### config.mk
export PLATFORM = sky130hd
export DESIGN_NAME = serial_rx_dbuf
export DESIGN_NICKNAME = d
export VERILOG_FILES = /design/src/rtl/srx_pkg.sv /design/src/rtl/srx_edge_sync.sv /design/src/rtl/srx_shifter.sv /design/src/rtl/srx_hold.sv /design/src/rtl/serial_rx_dbuf.sv
export SDC_FILE = /design/constraint.sdc
export NUM_CORES = 1
export LEC_CHECK = 0
export BUFFER_PORTS_ARGS = -buffer_cell sky130_fd_sc_hd__buf_2
export CORE_ASPECT_RATIO = 0.7
export CORE_UTILIZATION = 51
export DETAILED_ROUTE_END_ITERATION = 8
export GPL_ROUTABILITY_DRIVEN = 0
export PLACE_DENSITY = 0.79
export SLEW_MARGIN = 20
export SYNTH_ARGS = -nofsm -noshare
export SYNTH_HDL_FRONTEND = slang
export SYNTH_HIERARCHICAL = 1
export SYNTH_SLANG_ARGS = --single-unit
### constraint.sdc
create_clock -name clk -period 2.29 [get_ports clk]
set_input_delay 0.458 -clock clk [delete_from_list [all_inputs] [get_ports clk]]
set_output_delay 0.458 -clock clk [all_outputs]
set_load 0.02 [all_outputs]
### src/rtl/srx_pkg.sv
package srx_pkg;

    localparam int unsigned WORD_W = 16;
    localparam int unsigned BYTE_W = 8;
    localparam int unsigned CNT_W  = $clog2(WORD_W + 1);

    typedef enum logic [1:0] {
        SH_IDLE,
        SH_RUN,
        SH_FULL
    } sh_state_e;

    // one system-clock view of the serial side
    typedef struct packed {
        logic fall;
        logic fs;
        logic dat;
    } ser_evt_t;

    function automatic logic [CNT_W-1:0] frame_len(input logic byte_sel);
        return byte_sel ? CNT_W'(BYTE_W) : CNT_W'(WORD_W);
    endfunction

    function automatic logic [WORD_W-1:0] fit_word(input logic byte_sel,
                                                   input logic [WORD_W-1:0] w);
        logic [WORD_W-1:0] m;
        m = byte_sel ? {{(WORD_W-BYTE_W){1'b0}}, {BYTE_W{1'b1}}} : {WORD_W{1'b1}};
        return w & m;
    endfunction

endpackage

### src/rtl/srx_edge_sync.sv
module srx_edge_sync
    import srx_pkg::*;
(
    input  logic     clk,
    input  logic     rst,
    input  logic     sclk,
    input  logic     fsync,
    input  logic     sdata,
    output ser_evt_t evt
);
    logic [1:0] clk_pipe;
    logic       fs_q;
    logic       dat_q;

    always_ff @(posedge clk) begin
        if (rst) begin
            clk_pipe <= '0;
            fs_q     <= 1'b0;
            dat_q    <= 1'b0;
        end else begin
            clk_pipe <= {clk_pipe[0], sclk};
            fs_q     <= fsync;
            dat_q    <= sdata;
        end
    end

    always_comb begin
        evt.fall = clk_pipe[1] & ~clk_pipe[0];
        evt.fs   = fs_q;
        evt.dat  = dat_q;
    end
endmodule

### src/rtl/srx_shifter.sv
module srx_shifter
    import srx_pkg::*;
#(
    parameter int unsigned W = WORD_W
) (
    input  logic         clk,
    input  logic         rst,
    input  logic         byte_mode,
    input  logic         cont_mode,
    input  ser_evt_t     evt,
    input  logic         hold_free,
    output logic         xfer,
    output logic [W-1:0] xfer_word,
    output logic         sh_full
);
    sh_state_e        state_q, state_n;
    logic [CNT_W-1:0] cnt_q, cnt_n;
    logic [W-1:0]     sh_q, sh_n;
    logic [CNT_W-1:0] len;
    logic             take;
    logic             last;
    logic [W-1:0]     shifted;
    sh_state_e        resume;

    always_comb begin
        len     = frame_len(byte_mode);
        resume  = cont_mode ? SH_RUN : SH_IDLE;
        take    = evt.fall && ((state_q == SH_IDLE && evt.fs) || state_q == SH_RUN);
        shifted = (cnt_q == '0) ? {{(W-1){1'b0}}, evt.dat} : {sh_q[W-2:0], evt.dat};
        last    = take && ((cnt_q + CNT_W'(1)) == len);

        xfer      = (state_q == SH_FULL) ? hold_free : (last && hold_free);
        xfer_word = (state_q == SH_FULL) ? sh_q : shifted;

        state_n = state_q;
        cnt_n   = cnt_q;
        sh_n    = sh_q;
        if (state_q == SH_FULL) begin
            if (hold_free) begin
                state_n = resume;
                cnt_n   = '0;
            end
        end else if (take) begin
            sh_n = shifted;
            if (last) begin
                cnt_n   = '0;
                state_n = hold_free ? resume : SH_FULL;
            end else begin
                cnt_n   = cnt_q + CNT_W'(1);
                state_n = SH_RUN;
            end
        end
    end

    always_ff @(posedge clk) begin
        if (rst) begin
            state_q <= SH_IDLE;
            cnt_q   <= '0;
            sh_q    <= '0;
        end else begin
            state_q <= state_n;
            cnt_q   <= cnt_n;
            sh_q    <= sh_n;
        end
    end

    assign sh_full = (state_q == SH_FULL);
endmodule

### src/rtl/srx_hold.sv
module srx_hold
    import srx_pkg::*;
#(
    parameter int unsigned W = WORD_W
) (
    input  logic         clk,
    input  logic         rst,
    input  logic         byte_mode,
    input  logic         xfer,
    input  logic [W-1:0] xfer_word,
    input  logic         rd,
    output logic [W-1:0] hold_data,
    output logic         unread,
    output logic         irq,
    output logic         hold_free
);
    logic [W-1:0] hold_q;
    logic         unread_q;
    logic         irq_q;

    // a read in the same cycle frees the register for a completing word
    assign hold_free = ~unread_q | rd;

    always_ff @(posedge clk) begin
        if (rst) begin
            hold_q   <= '0;
            unread_q <= 1'b0;
            irq_q    <= 1'b0;
        end else begin
            irq_q <= xfer;
            if (xfer) begin
                hold_q   <= fit_word(byte_mode, xfer_word);
                unread_q <= 1'b1;
            end else if (rd) begin
                unread_q <= 1'b0;
            end
        end
    end

    assign hold_data = hold_q;
    assign unread    = unread_q;
    assign irq       = irq_q;
endmodule

### src/rtl/serial_rx_dbuf.sv
module serial_rx_dbuf
    import srx_pkg::*;
(
    input  logic              clk,
    input  logic              rst,
    input  logic              byte_mode,
    input  logic              cont_mode,
    input  logic              sclk,
    input  logic              fsync,
    input  logic              sdata,
    input  logic              rd_strobe,
    output logic [WORD_W-1:0] rd_data,
    output logic              rx_irq,
    output logic              rx_unread,
    output logic              rx_ovr
);
    ser_evt_t          evt;
    logic              hold_free;
    logic              xfer;
    logic [WORD_W-1:0] xfer_word;

    srx_edge_sync u_sync (
        .clk   (clk),
        .rst   (rst),
        .sclk  (sclk),
        .fsync (fsync),
        .sdata (sdata),
        .evt   (evt)
    );

    srx_shifter #(.W(WORD_W)) u_shift (
        .clk       (clk),
        .rst       (rst),
        .byte_mode (byte_mode),
        .cont_mode (cont_mode),
        .evt       (evt),
        .hold_free (hold_free),
        .xfer      (xfer),
        .xfer_word (xfer_word),
        .sh_full   (rx_ovr)
    );

    srx_hold #(.W(WORD_W)) u_hold (
        .clk       (clk),
        .rst       (rst),
        .byte_mode (byte_mode),
        .xfer      (xfer),
        .xfer_word (xfer_word),
        .rd        (rd_strobe),
        .hold_data (rd_data),
        .unread    (rx_unread),
        .irq       (rx_irq),
        .hold_free (hold_free)
    );
endmodule

==> results.py, run 1 <==
metrics = {
    "run_status": {
        "status": "finished clean",
    },
    "floorplanning": {
        "initial_core_util": 0.5324,
        "die_y_um": 55.54,
        "core_mm2": 0.003923,
        "dieWidth_um": 78.48,
        "fp-row-count": 19,
        "die-area_mm2": 0.004358,
        "pin_count": 27,
    },
    "route": {
        "wirelength_mm": 4.320,
        "drt-initial-drc-count": 83,
        "first_pass_iters": 4,
        "vias_per_cell": 5.253,
        "postRouteAntennaNets": 0,
        "vias": 1765,
        "avgRoutedWirePerCell_um": 12.86,
        "drc": 0,
    },
    "setup_path": {
        "timing.rr.start": "u_sync/clk_pipe[0]$_SDFF_PP0_",
        "path_class": "flop to flop",
        "crit_chain": "and2b_2, nand2b_4, nor4_4, or4b_4, nand3b_1, and2_4, bufbuf_16, nand3b_2, a21oi_2",
        "path_max_fanout": 12,
        "r2r_setup_slack_ns": 0.07,
        "cp-start-kind": "flop",
        "reg2reg_to": "u_hold/hold_data[12]$_SDFFE_PP0P_",
        "crit_start": "u_sync/clk_pipe[0]$_SDFF_PP0_",
        "worst_setup_path_end_kind": "flop",
        "worstPathRequired_ns": 2.54,
        "r2r_cells": 9,
        "cp_slowest_cell": "or4b_4",
        "crit_arrival_ns": 2.47,
        "crit_path_end": "u_hold/hold_data[12]$_SDFFE_PP0P_",
        "cpPeakStageDelay_ns": 0.50,
    },
    "cells_and_area": {
        "num-nets-final": 294,
        "syn2layout_area_growth_pct": 16.54,
        "nFillCells": 346,
        "seq_area_um2": 908.4,
        "diodes": 0,
        "final_cells": 336,
        "drive_gt1_frac": 0.2535,
        "multi_input_area_mm2": 0.001097,
    },
    "cts": {
        "clk-insertion-delay-late_ns": 0.31,
        "clk_pin_slew_ns": 0.09,
        "hold_buffers": 0,
        "max-clock-path-buffers": 2,
        "cts_made_buffers": 5,
        "cts_root_buf": "clkbuf_8",
        "clock-sinks": 45,
        "cts_tree": "done",
        "htree_levels": 2,
    },
    "logic_synthesis": {
        "async_flop_share": 0,
        "yosysTopAreaCellShare": 0.4314,
        "yosysTopAreaCell": "dfxtp_1",
        "synth_nets": 268,
        "ys_warn_count": 6,
        "ys.flop_type": "dfxtp_1",
        "ys_ff_latch": 45,
        "synth_edf_count": 0,
        "synth_cell_type_count": 36,
        "synth_area_mm2": 0.002088,
        "syn_avg_cell_area_um2": 8.125,
        "postSynthCellCount": 257,
        "synth.most_common_cell": "nand2_1",
        "yosys-top-cells-count": "nand2_1, dfxtp_1, a21oi_1, o21ai_0, nand3_1",
        "synth_area_leaders": "dfxtp_1, nand2_1, a21oi_1, o21ai_0, nand3_1",
        "ys_seq_area_frac": 0.4314,
    },
    "sta": {
        "period_needed_ns": 2.223,
        "grt_setup_unrepaired": "true",
        "setup_ws_ns": 0.06665,
        "tightest_slew_ns": 0.3598,
        "hold_slack_ns": 0.3671,
        "setup_tns_ns": 0,
        "fmax_ghz": 0.4498,
        "drv_slew": 0,
        "hold_viol_final": 0,
        "skew_ns": 0.01056,
        "period_share": 0.9709,
        "max_slew_margin": 0.7601,
        "setup_viol": 0,
    },
    "placement": {
        "placed_cells": 325,
        "place_hpwl_mm": 2.788,
        "io_buffers": 26,
        "dp_slack_ns": -0.01952,
    },
    "global_route": {
        "grt_pass1_vias": 1547,
        "antenna_found_initial": 0,
        "grt-ovfl-total": 0,
        "grt_pass1_wl_mm": 7.093,
        "grt_use_total": 0.2135,
        "grt_max_degree": 33,
    },
    "flow_run": {
        "maxCapViolations": 0,
    },
    "power": {
        "finalPower_mw": 1.339,
        "peakVddDrop_mv": 0.3505,
        "power.density_mw_per_mm2": 550.1,
        "leakage_nw": 0.8862,
    },
    "worst_hold_path": {
        "hold_path_class": "input pin to flop",
    },
}
## layer usage
metal	global-route usage	routed length (um)	vias up
met1	0.2967	2180	813
met5	0	0	-
li1	-	-	911
met2	0.3070	1884	35
met4	0.07143	62	0
met3	0.07438	192	6
## power breakdown
part | total [mW] | internal [mW] | switching (mW)
registers | 0.786 | 0.784 | 0.00238
logic | 0.0448 | 0.0156 | 0.0292
clock network | 0.508 | 0.220 | 0.288
total | 1.34 | 1.02 | 0.319
## cell usage in the layout (no fill, tap or decap), drive strengths merged
master and instances:
a211oi 2, nor4 1, a21oi 27, a211o 1, nand3b 9, nand2 56
nor2b 5, xnor2 1, nand3 19, and2 1, buf 36, a311oi 1
clkinv 1, inv 6, mux2 1, clkbuf 5, o21ai 19, bufbuf 1
nand2b 10, nor3 1, and2b 1, nand4 1, xor2 2, or2 2
mux2i 8, ha 3, clkinvlp 1, nor2 16, dfxtp 45, or4b 2
## cell type report
class,count,area share
clock buffers,5,0.02828
clock inverters,3,0.01028
inverters,5,0.007712
multi-input cells,189,0.4509
flip-flops and latches,45,0.3733
well taps,52,0.02674
repair buffers,37,0.1028
## registers in the layout, summed over array words and instances (netlist names)
signal,flops
u_hold/hold_data,16
u_hold/irq,1
u_hold/unread,1
u_shift/cnt_q,5
u_shift/sh_q,16
u_shift/state_q,2
u_sync/clk_pipe,2
u_sync/dat_q,1
u_sync/fs_q,1
## worst min-delay path by stage
stage,depth (start not counted),endpoint,from,slack [ns]
2_1_floorplan,1,u_sync/clk_pipe[1]$_SDFF_PP0_,u_sync/clk_pipe[0]$_SDFF_PP0_,0.43
3_3_place_gp,2,u_shift/sh_q[0]$_SDFFE_PP0P_,u_sync/dat_q$_SDFF_PP0_,0.44
3_5_place_dp,2,u_shift/sh_q[0]$_SDFFE_PP0P_,u_sync/dat_q$_SDFF_PP0_,0.45
4_1_cts,2,u_sync/fs_q$_SDFF_PP0_,fsync,0.36
5_1_grt,2,u_sync/dat_q$_SDFF_PP0_,sdata,0.36
6_report,2,u_sync/fs_q$_SDFF_PP0_,fsync,0.37
## kinds of logic (layout without fill, tap and decap cells)
logic type	after synthesis	after routing	synth area share
buffers and inverters	23	50	0.05332
DFF	45	45	0.4314
AOI/OAI and AO/OA	50	50	0.1312
and+or+nand+nor	124	124	0.3098
muxes	9	9	0.04374
adders and majority gates	3	3	0.01798
xor gates and xnor gates	3	3	0.01258
## critical path: cells and delay by family (launching register included)
| family | cells | cell delay (ns) |
|---|---|---|
| AOI/OAI and AO/OA | 1 | 0.13 |
| buffers and inverters | 1 | 0.27 |
| and+or+nand+nor | 7 | 1.46 |
| DFF | 1 | 0.31 |
## per-stage QoR
step | util | cell area [um2]
2_1_floorplan | - | 2088
3_3_place_gp | 0.5777 | 2266
3_5_place_dp | 0.5777 | 2266
4_1_cts | 0.6128 | 2404
5_1_grt | 0.6204 | 2434
6_report | 0.6204 | 2434
## repair_timing
action	CTS	global route
cloned	1	0
hold endpoints to repair	0	0
endpoints found under the setup margin	2	18
buffers inserted	1	1
pin swaps	0	3
gates resized for setup	2	6
Power figures use the tool's default switching activity.
==> run 2: changes to the inputs <==
--- a/config.mk
+++ b/config.mk
@@ -7,6 +7,7 @@
 export LEC_CHECK = 0
 export BUFFER_PORTS_ARGS = -buffer_cell sky130_fd_sc_hd__buf_2
 export CORE_ASPECT_RATIO = 0.7
+export CORE_MARGIN = 3
 export CORE_UTILIZATION = 51
 export DETAILED_ROUTE_END_ITERATION = 8
 export GPL_ROUTABILITY_DRIVEN = 0
@@ -16,3 +17,4 @@
 export SYNTH_HDL_FRONTEND = slang
 export SYNTH_HIERARCHICAL = 1
 export SYNTH_SLANG_ARGS = --single-unit
+export TNS_END_PERCENT = 20
==> run 2 against run 1 <==
Flip-flop and latch count unchanged. Design area up 0.57%. Combinational power down 1%. Die area is 13% higher. Clock-buffer cell count increased by 1. Via count fell by 0.17%.
==> results.py, run 2 (synthesis gave the netlist of run 1 again) <==
metrics = {
    "run_status": {
        "status": "finished clean",
    },
    "power": {
        "peakVddDrop_mv": 0.4390,
        "power.density_mw_per_mm2": 585.5,
        "leakage_nw": 0.8928,
        "finalPower_mw": 1.433,
    },
    "cts": {
        "cts_root_buf": "clkbuf_8",
        "cts_tree": "done",
        "clock-sinks": 45,
        "max-clock-path-buffers": 2,
        "clk_pin_slew_ns": 0.08,
        "cts_made_buffers": 5,
        "htree_levels": 2,
        "hold_buffers": 0,
        "clk-insertion-delay-late_ns": 0.30,
    },
    "placement": {
        "io_buffers": 26,
        "placed_cells": 324,
        "dp_slack_ns": -0.02378,
        "place_hpwl_mm": 2.877,
    },
    "cells_and_area": {
        "diodes": 0,
        "final_cells": 334,
        "layout_commonest_cell": "nand2_1",
        "final_core_utilization": 0.6586,
        "drive_gt1_frac": 0.2500,
        "final_cell_mix": "nand2_1, dfxtp_1, buf_2, a21oi_1, o21ai_0",
        "num-nets-final": 294,
        "syn2layout_area_growth_pct": 17.20,
    },
    "global_route": {
        "grt_pass1_vias": 1480,
        "grt_pass1_wl_mm": 7.044,
        "grt-ovfl-total": 0,
        "antenna_found_initial": 0,
        "grt_use_total": 0.1933,
        "grt_max_degree": 31,
    },
    "route": {
        "wirelength_mm": 4.360,
        "vias_per_cell": 5.275,
        "postRouteAntennaNets": 0,
        "drc": 0,
        "first_pass_iters": 4,
        "drt-initial-drc-count": 177,
        "vias": 1762,
        "avgRoutedWirePerCell_um": 13.05,
    },
    "sta": {
        "period_needed_ns": 2.247,
        "setup_viol": 0,
        "setup_ws_ns": 0.04341,
        "fmax_ghz": 0.4451,
        "skew_ns": 0.01267,
        "grt_setup_unrepaired": "true",
        "tightest_slew_ns": 0.3343,
        "max_slew_margin": 0.7771,
        "setup_tns_ns": 0,
        "period_share": 0.9810,
        "drv_slew": 0,
        "hold_viol_final": 0,
    },
    "worst_hold_path": {
        "hold_path_class": "input pin to flop",
        "min_to": "u_sync/fs_q$_SDFF_PP0_",
        "hold_depth": 2,
        "worstHoldStart": "fsync",
    },
    "floorplanning": {
        "core_mm2": 0.003716,
        "dieWidth_um": 82.48,
        "initial_core_util": 0.5620,
        "die-area_mm2": 0.004910,
        "fp-row-count": 18,
        "die_y_um": 59.54,
        "pin_count": 27,
    },
    "setup_path": {
        "timing.rr.start": "u_sync/clk_pipe[0]$_SDFF_PP0_",
        "crit_chain": "and2b_2, nand2b_4, nor4_4, or4b_4, nand3b_1, and2_4, buf_12, mux2i_1, nor2_1",
        "r2r_setup_slack_ns": 0.04,
        "reg2reg_to": "u_hold/hold_data[5]$_SDFFE_PP0P_",
        "cp-start-kind": "flop",
        "path_class": "flop to flop",
        "path_max_fanout": 13,
        "cpPeakStageDelay_ns": 0.49,
        "worstPathRequired_ns": 2.48,
        "cp_slowest_cell": "or4b_4",
        "worst_setup_path_end_kind": "flop",
        "r2r_cells": 9,
        "crit_arrival_ns": 2.43,
    },
    "flow_run": {
        "maxCapViolations": 0,
    },
}
==> run 2: cell count changes in the layout (fill, tap and decap cells not counted) <==
cell	change
a21oi_1	+1
xor2_1	-1
clkinvlp_4	-1
bufinv_16	+1
clkbuf_1	+1
xor2_2	+1
bufbuf_16	-1
buf_16	+1
inv_6	-1
a21oi_2	-1
==> run 2: what timing repair did <==
action                     4_1_cts  5_1_grt
pin swaps                        0        0
setup endpoints to repair        8       16
gates resized for setup          4        6
cloned                           1        0
setup buffers                    0        1
==> run 2: power by group <==
| part | leakage (nW) | switching [mW] | internal (mW) |
|---|---|---|---|
| combinational | 0.472 | 0.0286 | 0.0156 |
| sequential | 0.365 | 0.00264 | 0.784 |
| clock | 0.0554 | 0.274 | 0.328 |
==> run 2: critical path: cells and delay by family (launching register included) <==
kind                   cells  cell delay [ns]
and+or+nand+nor            7             1.46
muxes                      1             0.20
DFF                        1             0.31
buffers and inverters      1             0.15
==> run 2: per-layer routing <==
metal	up-vias	share of wire	track usage
met4	0	0.0087	0.07346
met1	815	0.50	0.2806
met2	37	0.44	0.2614
li1	906	-	-
met3	4	0.047	0.06383
met5	-	0	0
==> run 2: through the flow <==
step	cell area, um2	hold slack [ns]
3_3_place_gp	2271	0.4425
3_5_place_dp	2271	0.4474
4_1_cts	2421	0.3512
6_report	2447	0.3584
2_1_floorplan	2088	0.4304
5_1_grt	2447	0.3605
==> run 2: worst max path at each step <==
stage          slack [ns]  depth (start not counted)                           from                                end
2_1_floorplan        0.09                          9  u_shift/cnt_q[0]$_SDFFE_PP0P_   u_hold/hold_data[1]$_SDFFE_PP0P_
3_3_place_gp         0.06                          9  u_shift/cnt_q[0]$_SDFFE_PP0P_   u_hold/hold_data[4]$_SDFFE_PP0P_
3_5_place_dp        -0.02                          9  u_shift/cnt_q[0]$_SDFFE_PP0P_   u_hold/hold_data[5]$_SDFFE_PP0P_
4_1_cts              0.01                          9  u_shift/cnt_q[1]$_SDFFE_PP0P_  u_hold/hold_data[12]$_SDFFE_PP0P_
5_1_grt            -0.006                          9  u_sync/clk_pipe[0]$_SDFF_PP0_   u_hold/hold_data[5]$_SDFFE_PP0P_
6_report             0.04                          9  u_sync/clk_pipe[0]$_SDFF_PP0_   u_hold/hold_data[5]$_SDFFE_PP0P_
==> run 2: cell type report <==
cell class                 instances  area [um2]
sequential                        45       908.4
clock inverter                     2       38.79
fill                             329        1269
timing repair buffer              37       245.2
multi-input combinational        189        1101
tap                               50       62.56
inverter                           5       18.77
clock buffer                       6       72.57
==> run 3: changes to the inputs <==
--- a/config.mk
+++ b/config.mk
@@ -8,10 +8,11 @@
 export BUFFER_PORTS_ARGS = -buffer_cell sky130_fd_sc_hd__buf_2
 export CORE_ASPECT_RATIO = 0.7
 export CORE_MARGIN = 3
-export CORE_UTILIZATION = 51
+export CORE_UTILIZATION = 40
+export CTS_CLUSTER_DIAMETER = 60
 export DETAILED_ROUTE_END_ITERATION = 8
 export GPL_ROUTABILITY_DRIVEN = 0
-export PLACE_DENSITY = 0.79
+export PLACE_DENSITY = 0.65
 export SLEW_MARGIN = 20
 export SYNTH_ARGS = -nofsm -noshare
 export SYNTH_HDL_FRONTEND = slang
==> run 3 against run 2 <==
Sequential power about the same. Clock skew decreased by 0.0060 ns. Core utilization decreased by 16 points. Highest routed layer unchanged. Non-clock buffer count increased by 1.
==> results.py, run 3 (synthesis gave the netlist of run 1 again) <==
metrics = {
    "sta": {
        "drv_slew": 0,
        "max_slew_margin": 0.7213,
        "period_share": 0.9828,
        "setup_ws_ns": 0.03949,
        "fmax_ghz": 0.4443,
        "skew_ns": 0.006698,
        "setup_viol": 0,
        "period_needed_ns": 2.251,
        "hold_viol_final": 0,
        "grt_setup_unrepaired": "true",
        "tightest_slew_ns": 0.4181,
    },
    "placement": {
        "place_hpwl_mm": 2.978,
        "placed_cells": 343,
        "dp_slack_ns": -0.007173,
        "io_buffers": 26,
    },
    "route": {
        "postRouteAntennaNets": 0,
        "avgRoutedWirePerCell_um": 12.88,
        "vias": 1778,
        "drc": 0,
        "first_pass_iters": 5,
        "drt-initial-drc-count": 110,
        "vias_per_cell": 5.023,
        "wirelength_mm": 4.561,
    },
    "cts": {
        "htree_levels": 2,
        "cts_made_buffers": 5,
        "clk-insertion-delay-late_ns": 0.30,
        "cts_tree": "done",
        "cts_root_buf": "clkbuf_8",
        "max-clock-path-buffers": 2,
        "clock-sinks": 45,
        "clk_pin_slew_ns": 0.09,
    },
    "worst_hold_path": {
        "hold_path_class": "input pin to flop",
    },
    "power": {
        "finalPower_mw": 1.346,
        "power.density_mw_per_mm2": 546.2,
        "peakVddDrop_mv": 0.3083,
        "leakage_nw": 0.8986,
    },
    "setup_path": {
        "worst_setup_path_end_kind": "flop",
        "path_class": "flop to flop",
        "path_max_fanout": 6,
        "cp-start-kind": "flop",
        "crit_arrival_ns": 2.43,
        "worstPathRequired_ns": 2.47,
    },
    "cells_and_area": {
        "diodes": 0,
        "final_core_utilization": 0.5017,
        "layout_commonest_cell": "nand2_1",
        "drive_gt1_frac": 0.2596,
        "final_cells": 354,
        "syn2layout_area_growth_pct": 18.03,
        "final_cell_mix": "nand2_1, dfxtp_1, buf_2, a21oi_1, o21ai_0",
        "num-nets-final": 295,
    },
    "floorplanning": {
        "die_y_um": 66.45,
        "initial_core_util": 0.4250,
        "dieWidth_um": 92.36,
        "die-area_mm2": 0.006137,
        "pin_count": 27,
        "core_mm2": 0.004913,
        "fp-row-count": 21,
    },
    "global_route": {
        "grt_pass1_wl_mm": 7.251,
        "grt_max_degree": 40,
        "grt-ovfl-total": 0,
        "grt_use_total": 0.1510,
        "antenna_found_initial": 0,
        "grt_pass1_vias": 1493,
    },
    "run_status": {
        "status": "finished clean",
    },
    "flow_run": {
        "maxCapViolations": 0,
    },
}
-- run 3: worst max-delay path, stage by stage (launching register included) --
cell	delay [ns]
dfxtp_2	0.32
and2b_2	0.23
nand2b_4	0.08
nor4_4	0.29
or4b_4	0.50
nand3b_1	0.12
and2_4	0.21
clkbuf_16	0.15
mux2i_1	0.19
nor2_1	0.05
-- run 3: routing by layer --
metal  track usage  part of all wire  vias to the layer above
li1              -                 -                      912
met1        0.2327              0.54                      805
met2        0.2014              0.39                       54
met3       0.03837             0.059                        7
met4       0.04444             0.016                        0
met5             0                 0                        -
-- run 3: stage by stage --
stage | TNS, ns | hold WS [ns] | cell area (um2)
finish | 0 | 0.3715 | 2465
global route | -0.5356 | 0.3795 | 2465
CTS | 0 | 0.3653 | 2395
detailed placement | -0.007173 | 0.4456 | 2295
global placement | 0 | 0.4394 | 2295
floorplan | 0 | 0.4304 | 2088
-- run 3: final timing paths --
kind	slack, ns	start	cells after the start	endpoint
worst min-delay path	0.37	sdata	2	u_sync/dat_q$_SDFF_PP0_
worst min register to register	0.46	u_sync/clk_pipe[0]$_SDFF_PP0_	1	u_sync/clk_pipe[1]$_SDFF_PP0_
worst max-delay path	0.04	u_sync/clk_pipe[0]$_SDFF_PP0_	9	u_hold/hold_data[4]$_SDFFE_PP0P_
worst max register to register	0.04	u_sync/clk_pipe[0]$_SDFF_PP0_	9	u_hold/hold_data[4]$_SDFFE_PP0P_
-- run 3: area by class of cell --
type,instances,area [um2]
clock buffer,6,82.58
tap,69,86.33
multi-input combinational,189,1091
clock inverter,2,13.76
sequential,45,904.6
inverter,5,18.77
timing repair buffer,38,267.8
fill,473,2449
-- run 3: power breakdown --
group / internal (mW) / switching, mW
Clock: 0.245 / 0.268
Combinational: 0.0156 / 0.0293
Sequential: 0.786 / 0.00228
Total: 1.05 / 0.300
-- run 3: repair_timing --
action                                  CTS  global route
gates cloned                              0             2
pin swaps                                 0             8
hold buffers                              0             0
resized for setup                         2             5
setup buffers                             0             1
endpoints found under the setup margin    3            16
